--- src/rtl/dma_pkg.sv ---
package dma_pkg;

   typedef enum logic [1:0] {
      ST_IDLE  = 2'd0,
      ST_FETCH = 2'd1,
      ST_STORE = 2'd2
   } dma_state_e;

   localparam logic [1:0] OFS_ADDR = 2'd0;
   localparam logic [1:0] OFS_LEN  = 2'd1;
   localparam logic [1:0] OFS_CMD  = 2'd2;

   localparam int CMD_GO_BIT   = 0;
   localparam int CMD_DIR_BIT  = 1;
   localparam int STS_BUSY_BIT = 0;
   localparam int STS_DONE_BIT = 1;

endpackage

--- src/rtl/dma_regfile.sv ---
module dma_regfile
   import dma_pkg::*;
#(
   parameter int ADDR_W = 16,
   parameter int LEN_W  = 12
) (
   input  logic              clk,
   input  logic              rst_n,
   input  logic              reg_wr,
   input  logic [1:0]        reg_sel,
   input  logic [ADDR_W-1:0] reg_wdata,
   output logic [ADDR_W-1:0] reg_rdata,
   input  logic              busy,
   input  logic              done,
   input  logic              advance,
   output logic              start_ok,
   output logic              dir,
   output logic [ADDR_W-1:0] cur_addr,
   output logic              len_zero,
   output logic              len_last
);

   localparam logic [ADDR_W-1:0] ADDR_ONE = 1;
   localparam logic [LEN_W-1:0]  LEN_ONE  = 1;

   logic [ADDR_W-1:0] addr_q;
   logic [LEN_W-1:0]  len_q;
   logic              dir_q;
   logic [ADDR_W-1:0] len_view;
   logic [ADDR_W-1:0] status_view;
   logic              write_ok;

   assign write_ok = reg_wr && !busy;
   assign start_ok = write_ok && (reg_sel == OFS_CMD) && reg_wdata[CMD_GO_BIT];

   always_ff @(posedge clk or negedge rst_n) begin
      if (!rst_n) begin
         addr_q <= '0;
         len_q  <= '0;
         dir_q  <= 1'b0;
      end else if (advance) begin
         addr_q <= addr_q + ADDR_ONE;
         len_q  <= len_q - LEN_ONE;
      end else if (write_ok) begin
         case (reg_sel)
            OFS_ADDR: addr_q <= reg_wdata;
            OFS_LEN:  len_q  <= reg_wdata[LEN_W-1:0];
            OFS_CMD:  if (reg_wdata[CMD_GO_BIT]) dir_q <= reg_wdata[CMD_DIR_BIT];
            default:  ;
         endcase
      end
   end

   generate
      if (LEN_W == ADDR_W) begin : g_len_full
         assign len_view = len_q;
      end else begin : g_len_pad
         assign len_view = {{(ADDR_W-LEN_W){1'b0}}, len_q};
      end
   endgenerate

   always_comb begin
      status_view               = '0;
      status_view[STS_BUSY_BIT] = busy;
      status_view[STS_DONE_BIT] = done;
   end

   always_comb begin
      case (reg_sel)
         OFS_ADDR: reg_rdata = addr_q;
         OFS_LEN:  reg_rdata = len_view;
         OFS_CMD:  reg_rdata = status_view;
         default:  reg_rdata = '0;
      endcase
   end

   assign dir      = dir_q;
   assign cur_addr = addr_q;
   assign len_zero = (len_q == '0);
   assign len_last = (len_q == LEN_ONE);

endmodule

--- src/rtl/dma_sequencer.sv ---
module dma_sequencer
   import dma_pkg::*;
(
   input  logic clk,
   input  logic rst_n,
   input  logic start_ok,
   input  logic len_zero,
   input  logic len_last,
   input  logic grant,
   output logic busy,
   output logic done,
   output logic irq,
   output logic fetch_en,
   output logic store_en
);

   dma_state_e state_q;
   logic       done_q;
   logic       irq_q;

   assign busy     = (state_q != ST_IDLE);
   assign fetch_en = (state_q == ST_FETCH) && grant;
   assign store_en = (state_q == ST_STORE) && grant;

   always_ff @(posedge clk or negedge rst_n) begin
      if (!rst_n) begin
         state_q <= ST_IDLE;
         done_q  <= 1'b0;
         irq_q   <= 1'b0;
      end else begin
         irq_q <= 1'b0;
         case (state_q)
            ST_IDLE: begin
               if (start_ok) begin
                  if (len_zero) begin
                     done_q <= 1'b1;
                     irq_q  <= 1'b1;
                  end else begin
                     done_q  <= 1'b0;
                     state_q <= ST_FETCH;
                  end
               end
            end
            ST_FETCH: begin
               if (grant) state_q <= ST_STORE;
            end
            ST_STORE: begin
               if (grant) begin
                  if (len_last) begin
                     state_q <= ST_IDLE;
                     done_q  <= 1'b1;
                     irq_q   <= 1'b1;
                  end else begin
                     state_q <= ST_FETCH;
                  end
               end
            end
            default: state_q <= ST_IDLE;
         endcase
      end
   end

   assign done = done_q;
   assign irq  = irq_q;

endmodule

--- src/rtl/dma_datapath.sv ---
module dma_datapath #(
   parameter int DATA_W = 8
) (
   input  logic              clk,
   input  logic              rst_n,
   input  logic              fetch_en,
   input  logic              dir,
   input  logic [DATA_W-1:0] mem_rdata,
   input  logic [DATA_W-1:0] dev_rdata,
   output logic [DATA_W-1:0] stage_q
);

   always_ff @(posedge clk or negedge rst_n) begin
      if (!rst_n) begin
         stage_q <= '0;
      end else if (fetch_en) begin
         stage_q <= dir ? mem_rdata : dev_rdata;
      end
   end

endmodule

--- src/rtl/dma_engine.sv ---
module dma_engine #(
   parameter int ADDR_W = 16,
   parameter int LEN_W  = 12,
   parameter int DATA_W = 8
) (
   input  logic              clk,
   input  logic              rst_n,
   input  logic              reg_wr,
   input  logic [1:0]        reg_sel,
   input  logic [ADDR_W-1:0] reg_wdata,
   output logic [ADDR_W-1:0] reg_rdata,
   output logic              bus_req,
   input  logic              bus_grant,
   output logic [ADDR_W-1:0] mem_addr,
   output logic              mem_rd,
   output logic              mem_wr,
   output logic [DATA_W-1:0] mem_wdata,
   input  logic [DATA_W-1:0] mem_rdata,
   output logic              dev_rd,
   input  logic [DATA_W-1:0] dev_rdata,
   output logic              dev_wr,
   output logic [DATA_W-1:0] dev_wdata,
   output logic              busy,
   output logic              done,
   output logic              irq
);

   generate
      if (LEN_W > ADDR_W) begin : g_bad_len
         $error("dma_engine: LEN_W must not exceed ADDR_W");
      end
      if (LEN_W < 1) begin : g_bad_len_min
         $error("dma_engine: LEN_W must be at least 1");
      end
      if (ADDR_W < 2) begin : g_bad_addr
         $error("dma_engine: ADDR_W must hold the status bits");
      end
      if (DATA_W < 1) begin : g_bad_data
         $error("dma_engine: DATA_W must be at least 1");
      end
   endgenerate

   logic              start_ok;
   logic              dir;
   logic              len_zero;
   logic              len_last;
   logic              fetch_en;
   logic              store_en;
   logic              busy_w;
   logic              done_w;
   logic              irq_w;
   logic [ADDR_W-1:0] cur_addr;
   logic [DATA_W-1:0] stage_q;

   dma_regfile #(
      .ADDR_W (ADDR_W),
      .LEN_W  (LEN_W)
   ) u_regs (
      .clk       (clk),
      .rst_n     (rst_n),
      .reg_wr    (reg_wr),
      .reg_sel   (reg_sel),
      .reg_wdata (reg_wdata),
      .reg_rdata (reg_rdata),
      .busy      (busy_w),
      .done      (done_w),
      .advance   (store_en),
      .start_ok  (start_ok),
      .dir       (dir),
      .cur_addr  (cur_addr),
      .len_zero  (len_zero),
      .len_last  (len_last)
   );

   dma_sequencer u_seq (
      .clk      (clk),
      .rst_n    (rst_n),
      .start_ok (start_ok),
      .len_zero (len_zero),
      .len_last (len_last),
      .grant    (bus_grant),
      .busy     (busy_w),
      .done     (done_w),
      .irq      (irq_w),
      .fetch_en (fetch_en),
      .store_en (store_en)
   );

   dma_datapath #(
      .DATA_W (DATA_W)
   ) u_data (
      .clk       (clk),
      .rst_n     (rst_n),
      .fetch_en  (fetch_en),
      .dir       (dir),
      .mem_rdata (mem_rdata),
      .dev_rdata (dev_rdata),
      .stage_q   (stage_q)
   );

   assign bus_req   = busy_w;
   assign mem_addr  = cur_addr;
   assign mem_rd    = fetch_en &&  dir;
   assign dev_rd    = fetch_en && !dir;
   assign mem_wr    = store_en && !dir;
   assign dev_wr    = store_en &&  dir;
   assign mem_wdata = stage_q;
   assign dev_wdata = stage_q;
   assign busy      = busy_w;
   assign done      = done_w;
   assign irq       = irq_w;

endmodule

--- config.mk ---
export PLATFORM = sky130hd
export DESIGN_NAME = dma_engine
export DESIGN_NICKNAME = d
export VERILOG_FILES = /design/src/rtl/dma_pkg.sv /design/src/rtl/dma_regfile.sv /design/src/rtl/dma_sequencer.sv /design/src/rtl/dma_datapath.sv /design/src/rtl/dma_engine.sv
export SDC_FILE = /design/constraint.sdc
export NUM_CORES = 1
export LEC_CHECK = 0
export BUFFER_PORTS_ARGS = -buffer_cell sky130_fd_sc_hd__buf_2
export CORE_MARGIN = 8
export CORE_UTILIZATION = 28
export CTS_BUF_LIST = sky130_fd_sc_hd__clkbuf_8 sky130_fd_sc_hd__clkbuf_16
export DETAILED_ROUTE_END_ITERATION = 6
export GPL_TIMING_DRIVEN = 0
export PLACE_DENSITY = 0.55
export SLEW_MARGIN = 25
export SYNTH_ARGS = -nofsm -noshare
export SYNTH_HDL_FRONTEND = slang
export SYNTH_SLANG_ARGS = --single-unit
--- constraint.sdc ---
create_clock -name clk -period 4.7 [get_ports clk]
set_input_delay 0.47 -clock clk [delete_from_list [all_inputs] [get_ports clk]]
set_output_delay 0.47 -clock clk [all_outputs]
set_load 0.01 [all_outputs]
==> out/qor.json, run 1 <==
{
  "worst_setup_path": {
    "timing.reg2reg.worst_path_depth": 5,
    "regToRegStartpoint": "u_seq.state_q[1]",
    "timing.critical_path.to_type": "output pin",
    "timing.critical_path.from_type": "register",
    "r2r_end": "u_regs.cur_addr[11]",
    "worstPathMaxFanout": 10,
    "cp-endpoint": "dev_wr",
    "setup.worst_path.start": "u_seq.state_q[0]",
    "cp.required_ns": 4.23,
    "worstPathArrival_ns": 2.06,
    "reg2reg_setup_slack_ns": 2.40,
    "path_class": "register to output pin"
  },
  "final_layout": {
    "antenna-diode-count": 0,
    "mostFrequentLayoutCell": "sky130_fd_sc_hd__buf_2",
    "fin_nets": 435,
    "fillerInstances": 978,
    "syn_to_final_growth_pct": 27.3,
    "layout_cells_sized_above_1_pct": 30.2,
    "leading_cell_types_in_the_layout_fill_and_taps_excluded": "90 x sky130_fd_sc_hd__buf_2, 41 x sky130_fd_sc_hd__dfrtp_1, 34 x sky130_fd_sc_hd__nor2_1, 34 x sky130_fd_sc_hd__nand2_1, 24 x sky130_fd_sc_hd__mux2i_1"
  },
  "logic_synthesis": {
    "synth_register_bits": 41,
    "synth-edff-count": 0,
    "ys_types": 52,
    "syn-cell-area_um2": 2590,
    "syn-mean-instance-area_um2": 8.77,
    "synth_area_leader_cell": "sky130_fd_sc_hd__dfrtp_1",
    "prevailing_post_synth_register_cell": "sky130_fd_sc_hd__dfrtp_1",
    "synth_top_area_share_pct": 39.5,
    "async_reset_ff_share_pct": 100,
    "synth.top_cells.by_area": "sky130_fd_sc_hd__dfrtp_1 40%, sky130_fd_sc_hd__mux2i_1 9.3%, sky130_fd_sc_hd__nand2_1 4.9%",
    "post_synth_inst_count": 296,
    "yosysSeqAreaShare_pct": 39.5,
    "synth_nets": 338,
    "ys.warnings.count": 0
  },
  "floorplan": {
    "number_of_rows_in_the_core_area": 35,
    "dieWidth_um": 112,
    "initial_utilization_pct": 28.5,
    "die_height_um": 112,
    "core-area_um2": 9110,
    "ioPinCount": 94,
    "fp.dieArea_um2": 12600
  },
  "clock_network": {
    "clockRootBuffer": "sky130_fd_sc_hd__clkbuf_8",
    "cts_buffer_depth": 2,
    "cts_buffers": 5,
    "worst_skew_pair.late_latency_ns": 0.30,
    "number_of_hold_repair_buffers_added_at_the_cts_stage": 0,
    "cts.repair_timing.setup_buffer_count": 0,
    "cts.sinks": 41,
    "tritoncts": "done",
    "post_cts_resized": 0,
    "htree_levels": 2,
    "clkTransAtPathRegs_ns": 0.09
  },
  "placement": {
    "place.port_buffers": 90,
    "gp_routability_congestion": 0.848,
    "place.detailed.hpwl_um": 6770,
    "place_ws_ns": 2.32
  },
  "timing": {
    "endpoints_failing_hold": 0,
    "final_min_period_over_clock_period_pct": 53.8,
    "max_slew.worst_pin.slew_ns": 0.811,
    "setup_tns_ns": 0,
    "slew_violations": 0,
    "final.setup_skew_ns": 0.00982,
    "timing.max_slew.rel_slack_pct": 45.5,
    "period_needed_ns": 2.53,
    "post-route-worst-setup-slack_ns": 2.17,
    "fmax_ghz": 0.396,
    "grt_setup_unrepaired": "false",
    "setup_violations": 0,
    "whs_ns": 0.142
  },
  "flow_run": {
    "drv.max_cap_violation_count": 0
  },
  "detailed_routing": {
    "drt-pass1-iter-count": 4,
    "first_iter_violations": 141,
    "via_count": 2596,
    "total_detailed_routing_wirelength_um": 8940,
    "post-route-drc-count": 0,
    "post_drt_via_cell_ratio": 5.14,
    "wl_per_cell_um": 17.7,
    "route.antenna.remaining_nets": 0
  },
  "global_route": {
    "antenna_violations_before_repair": 0,
    "maximum_number_of_pins_on_one_net_before_global_route_repair": 42,
    "grt_pass1_vias": 2643,
    "grt_first_pass_wirelength_um": 14400,
    "global_route.usage.total_pct": 14.1,
    "global_route.overflow_total": 0
  },
  "power_and_ir_drop": {
    "cellLeakagePower_nw": 1.56,
    "power.density_cell_area_nw_per_um2": 591,
    "peakVddDrop_v": 0.000234
  },
  "run_status": {
    "status": "finished, final reports clean"
  },
  "worst_hold_path": {
    "hp_class": "primary input to asynchronous set/reset pin"
  }
}
==> report_power, final <==
part | leakage (nW) | total, mW | internal [mW] | switching, mW
Combinational | 1.01 | 0.924 | 0.414 | 0.510
Clock | 0.0626 | 0.304 | 0.171 | 0.133
Sequential | 0.484 | 0.724 | 0.508 | 0.216
Total | 1.56 | 1.95 | 1.09 | 0.860
==> Yosys cell counts, drive strengths merged (5+ instances only) <==
cell type  number
a211oi          6
a21oi          12
and2            6
buf            13
clkbuf         14
dfrtp          41
inv             6
mux2i          24
nand2          34
nand3          11
nand4           6
nor2           34
nor3            9
nor4            5
o211ai          6
o21ai          15
==> layer usage <==
metal,GRT usage (%),up-vias,routed length (µm)
li1,-,1267,-
met1,18.5,1205,4130
met3,4.56,14,844
met5,0,-,0
met2,21.5,110,3840
met4,4.23,0,129
==> cells by family after synthesis <==
logic type,Yosys count,synth area share (%)
mux,25,9.69
simple gates,125,24.2
buf+inv,33,6.41
fa+ha+maj,4,1.93
flops,41,39.5
xor+xnor,2,0.675
compound gates,66,17.6
==> through the flow <==
| step | util (%) | total power [mW] | area (µm²) | cells |
|---|---|---|---|---|
| global route | 36.3 | 2.11 | 3300 | 505 |
| global placement | 35.0 | 1.64 | 3180 | 497 |
| finish | 36.3 | 1.95 | 3300 | 505 |
| detailed placement | 35.0 | 1.66 | 3180 | 497 |
| floorplan | - | 1.27 | 2590 | 296 |
| CTS | 36.2 | 1.97 | 3300 | 505 |
==> registers in the layout, indices dropped and copies added, names as in the netlist <==
signal           count
u_regs.cur_addr     16
u_regs.len_q        12
u_data.stage_q       8
u_seq.state_q        2
u_regs.dir           1
u_seq.done           1
u_seq.irq            1
==> layout make-up <==
cell class	count	area, µm²	share of cell area, %
plain buffers	27	144	4.36
clock buffers	6	82.6	2.50
clock inverters	2	33.8	1.02
inverters	6	22.5	0.682
multi-input cells	222	1400	42.5
flip-flops and latches	41	1030	31.1
well taps	111	139	4.20
repair buffers	90	453	13.7
==> worst max-delay path, stage by stage (launching register included) <==
cell	delay, ns
sky130_fd_sc_hd__dfrtp_1	0.33
sky130_fd_sc_hd__clkbuf_1	0.26
sky130_fd_sc_hd__nand3b_1	0.44
sky130_fd_sc_hd__clkbuf_1	0.48
sky130_fd_sc_hd__nor2_1	0.08
sky130_fd_sc_hd__buf_2	0.16
==> worst min path at each step <==
stage,from,to,slack [ns],cells after the start
4_1_cts,rst_n,u_seq.done,0.36,1
3_3_place_gp,u_seq.done,u_seq.done,0.49,1
6_report,rst_n,u_seq.done,0.14,1
5_1_grt,rst_n,u_seq.irq,0.20,1
2_1_floorplan,rst_n,u_data.stage_q[0],0.17,0
3_5_place_dp,u_data.stage_q[5],u_data.stage_q[5],0.50,2
No activity file was read; power rests on OpenSTA's default activity.
==> inputs of run 2 (changes only) <==
PLACE_DENSITY = 0.57   (was 0.55)
clock period = 2.2 ns   (was 4.7 ns; I/O delays follow)
==> run 2 against run 1 <==
Compared with the run above:
- hold slack gained 0.019 ns
- sequential cell count unchanged
- critical path depth unchanged
- clock power increased by 64%
- register-to-register slack lost 2.3 ns
- sequential power is 110% higher
- power is 110% higher
- utilization up 0.45 points
- combinational power increased by 120%
- worst setup slack worse by 2.1 ns
- count of clock-buffer cells in the layout decreased by 1
- global-route usage down 0.050 points
- critical endpoint is now u_seq.state_q[0]
- largest cell class unchanged
==> out/qor.json, run 2 (synthesis results as in run 1) <==
{
  "placement": {
    "placed_cells_incl_taps": 497,
    "place_ws_ns": -0.0554,
    "place.detailed.hpwl_um": 6870,
    "gp_routability_congestion": 0.861,
    "placedInstanceArea_um2": 3180,
    "place.port_buffers": 90
  },
  "power_and_ir_drop": {
    "switching_power_of_the_nets_mw": 1.86,
    "comb_power_share_pct": 50.2,
    "clockPowerShare_pct": 12.2,
    "total_power_mw": 4.09,
    "cellLeakagePower_nw": 1.60,
    "switching_share_pct": 45.4,
    "power.share.sequential_pct": 37.6,
    "power.density_cell_area_nw_per_um2": 1220,
    "internal-power_mw": 2.23,
    "peakVddDrop_v": 0.000516
  },
  "detailed_routing": {
    "total_detailed_routing_wirelength_um": 8950,
    "post_drt_via_cell_ratio": 5.21,
    "route.antenna.remaining_nets": 0,
    "first_iter_violations": 171,
    "via_count": 2662,
    "drt-pass1-iter-count": 4,
    "post-route-drc-count": 0,
    "wl_per_cell_um": 17.5
  },
  "global_route": {
    "global_route.usage.total_pct": 14.1,
    "grt_pass1_vias": 2670,
    "global_route.overflow_total": 0,
    "antenna_violations_before_repair": 0,
    "maximum_number_of_pins_on_one_net_before_global_route_repair": 42,
    "grt_first_pass_wirelength_um": 14400
  },
  "worst_setup_path": {
    "worstPathMaxFanout": 8,
    "timing.critical_path.mode_cell": "sky130_fd_sc_hd__or4_4",
    "cp_num_cells": 5,
    "worstPathArrival_ns": 2.31,
    "timing.critical_path.to_type": "register",
    "cp.required_ns": 2.40,
    "timing.critical_path.from_type": "register",
    "timing.critical_path.max_delay_family": "simple AND/OR/NAND/NOR gates",
    "critical_path.max_stage_delay_ns": 0.53,
    "path_class": "register to register",
    "path_cells": "buf_6 -> or4_4 -> or4_4 -> o21bai_1 -> a211o_1",
    "cp_num_buf_inv": 1,
    "cp_slowest_cell": "sky130_fd_sc_hd__or4_4",
    "timing.reg2reg.worst_path_depth": 5
  },
  "timing": {
    "whs_ns": 0.161,
    "max_slew.worst_pin.slew_ns": 0.828,
    "period_needed_ns": 2.10,
    "setup_violations": 0,
    "final.setup_skew_ns": 0.0124,
    "grt_setup_unrepaired": "true",
    "endpoints_failing_hold": 0,
    "final_min_period_over_clock_period_pct": 95.6,
    "timing.max_slew.rel_slack_pct": 44.3,
    "post-route-worst-setup-slack_ns": 0.0958,
    "fmax_ghz": 0.475,
    "slew_violations": 0,
    "setup_tns_ns": 0
  },
  "floorplan": {
    "number_of_rows_in_the_core_area": 35,
    "dieWidth_um": 112,
    "fp.dieArea_um2": 12600,
    "ioPinCount": 94,
    "die_height_um": 112,
    "core-area_um2": 9110,
    "initial_utilization_pct": 28.5
  },
  "clock_network": {
    "cts.sinks": 41,
    "tritoncts": "done",
    "worst_skew_pair.late_latency_ns": 0.31,
    "clockRootBuffer": "sky130_fd_sc_hd__clkbuf_8",
    "cts_buffer_depth": 2,
    "clkTransAtPathRegs_ns": 0.09,
    "htree_levels": 2,
    "cts_buffers": 5
  },
  "final_layout": {
    "finish.utilization_pct": 36.7,
    "syn_to_final_growth_pct": 28.9,
    "leading_cell_types_in_the_layout_fill_and_taps_excluded": "90 x sky130_fd_sc_hd__buf_2, 41 x sky130_fd_sc_hd__dfrtp_1, 34 x sky130_fd_sc_hd__nor2_1, 34 x sky130_fd_sc_hd__nand2_1, 24 x sky130_fd_sc_hd__mux2i_1",
    "number_of_standard_cells_in_the_final_layout_excluding_fillers": 511,
    "antenna-diode-count": 0,
    "layout_cells_sized_above_1_pct": 32.5,
    "fin_nets": 441,
    "max_ffs_per_register": 16,
    "finish.instance_area_um2": 3340,
    "mostFrequentLayoutCell": "sky130_fd_sc_hd__buf_2"
  },
  "worst_hold_path": {
    "hp_class": "primary input to register",
    "hold_depth": 3
  },
  "run_status": {
    "status": "finished, final reports clean"
  },
  "flow_run": {
    "drv.max_cap_violation_count": 0
  }
}
-- run 2: timing repair --
item | 4_1_cts | 5_1_grt
endpoints found under the hold margin | 0 | 41
hold buffers | 0 | 1
pin swaps | 0 | 2
endpoints found under the setup margin | 5 | 24
gates cloned | 0 | 0
buffers inserted | 2 | 4
resized for setup | 2 | 8
-- run 2: path summary, 6_finish.rpt --
| kind | start | endpoint | slack [ns] |
|---|---|---|---|
| hold / removal | reg_wdata[2] | u_regs.cur_addr[2] | 0.16 |
| setup reg to reg | u_regs.len_q[2] | u_seq.state_q[0] | 0.1 |
| max in group asynchronous | rst_n | u_regs.len_q[9] | 1.35 |
| min in group asynchronous | rst_n | u_seq.irq | 0.44 |
| hold reg to reg | u_data.stage_q[3] | u_data.stage_q[3] | 0.51 |
| setup / recovery | u_regs.len_q[2] | u_seq.state_q[0] | 0.1 |
-- run 2: final cells by class --
class	instances	area, µm²
timing repair buffer	97	508
clock inverter	3	13.8
tap	111	139
inverter	6	22.5
multi-input combinational	222	1420
fill	952	5760
buffer	26	145
clock buffer	5	68.8
sequential	41	1030
-- run 2: power groups by stage --
stage | logic, mW | clock network, mW | registers (mW)
finish | 2.05 | 0.499 | 1.54
global placement | 1.95 | 0 | 1.54
floorplan | 1.19 | 0 | 1.52
global route | 2.30 | 0.532 | 1.60
CTS | 2.02 | 0.511 | 1.54
detailed placement | 2.00 | 0 | 1.55
-- run 2: metal layers --
layer,up-vias,global-route usage [%],routed length (µm)
li1,1278,-,-
met1,1246,18.3,4050
met2,126,22.0,3890
met3,12,4.62,890
met4,0,3.24,115
met5,-,0,0
-- run 2: tightest hold or removal path, delay by kind of cell --
kind	cells	cell delay, ns
compound gates	1	0.06
buf+inv	1	0.11
simple gates	1	0.04
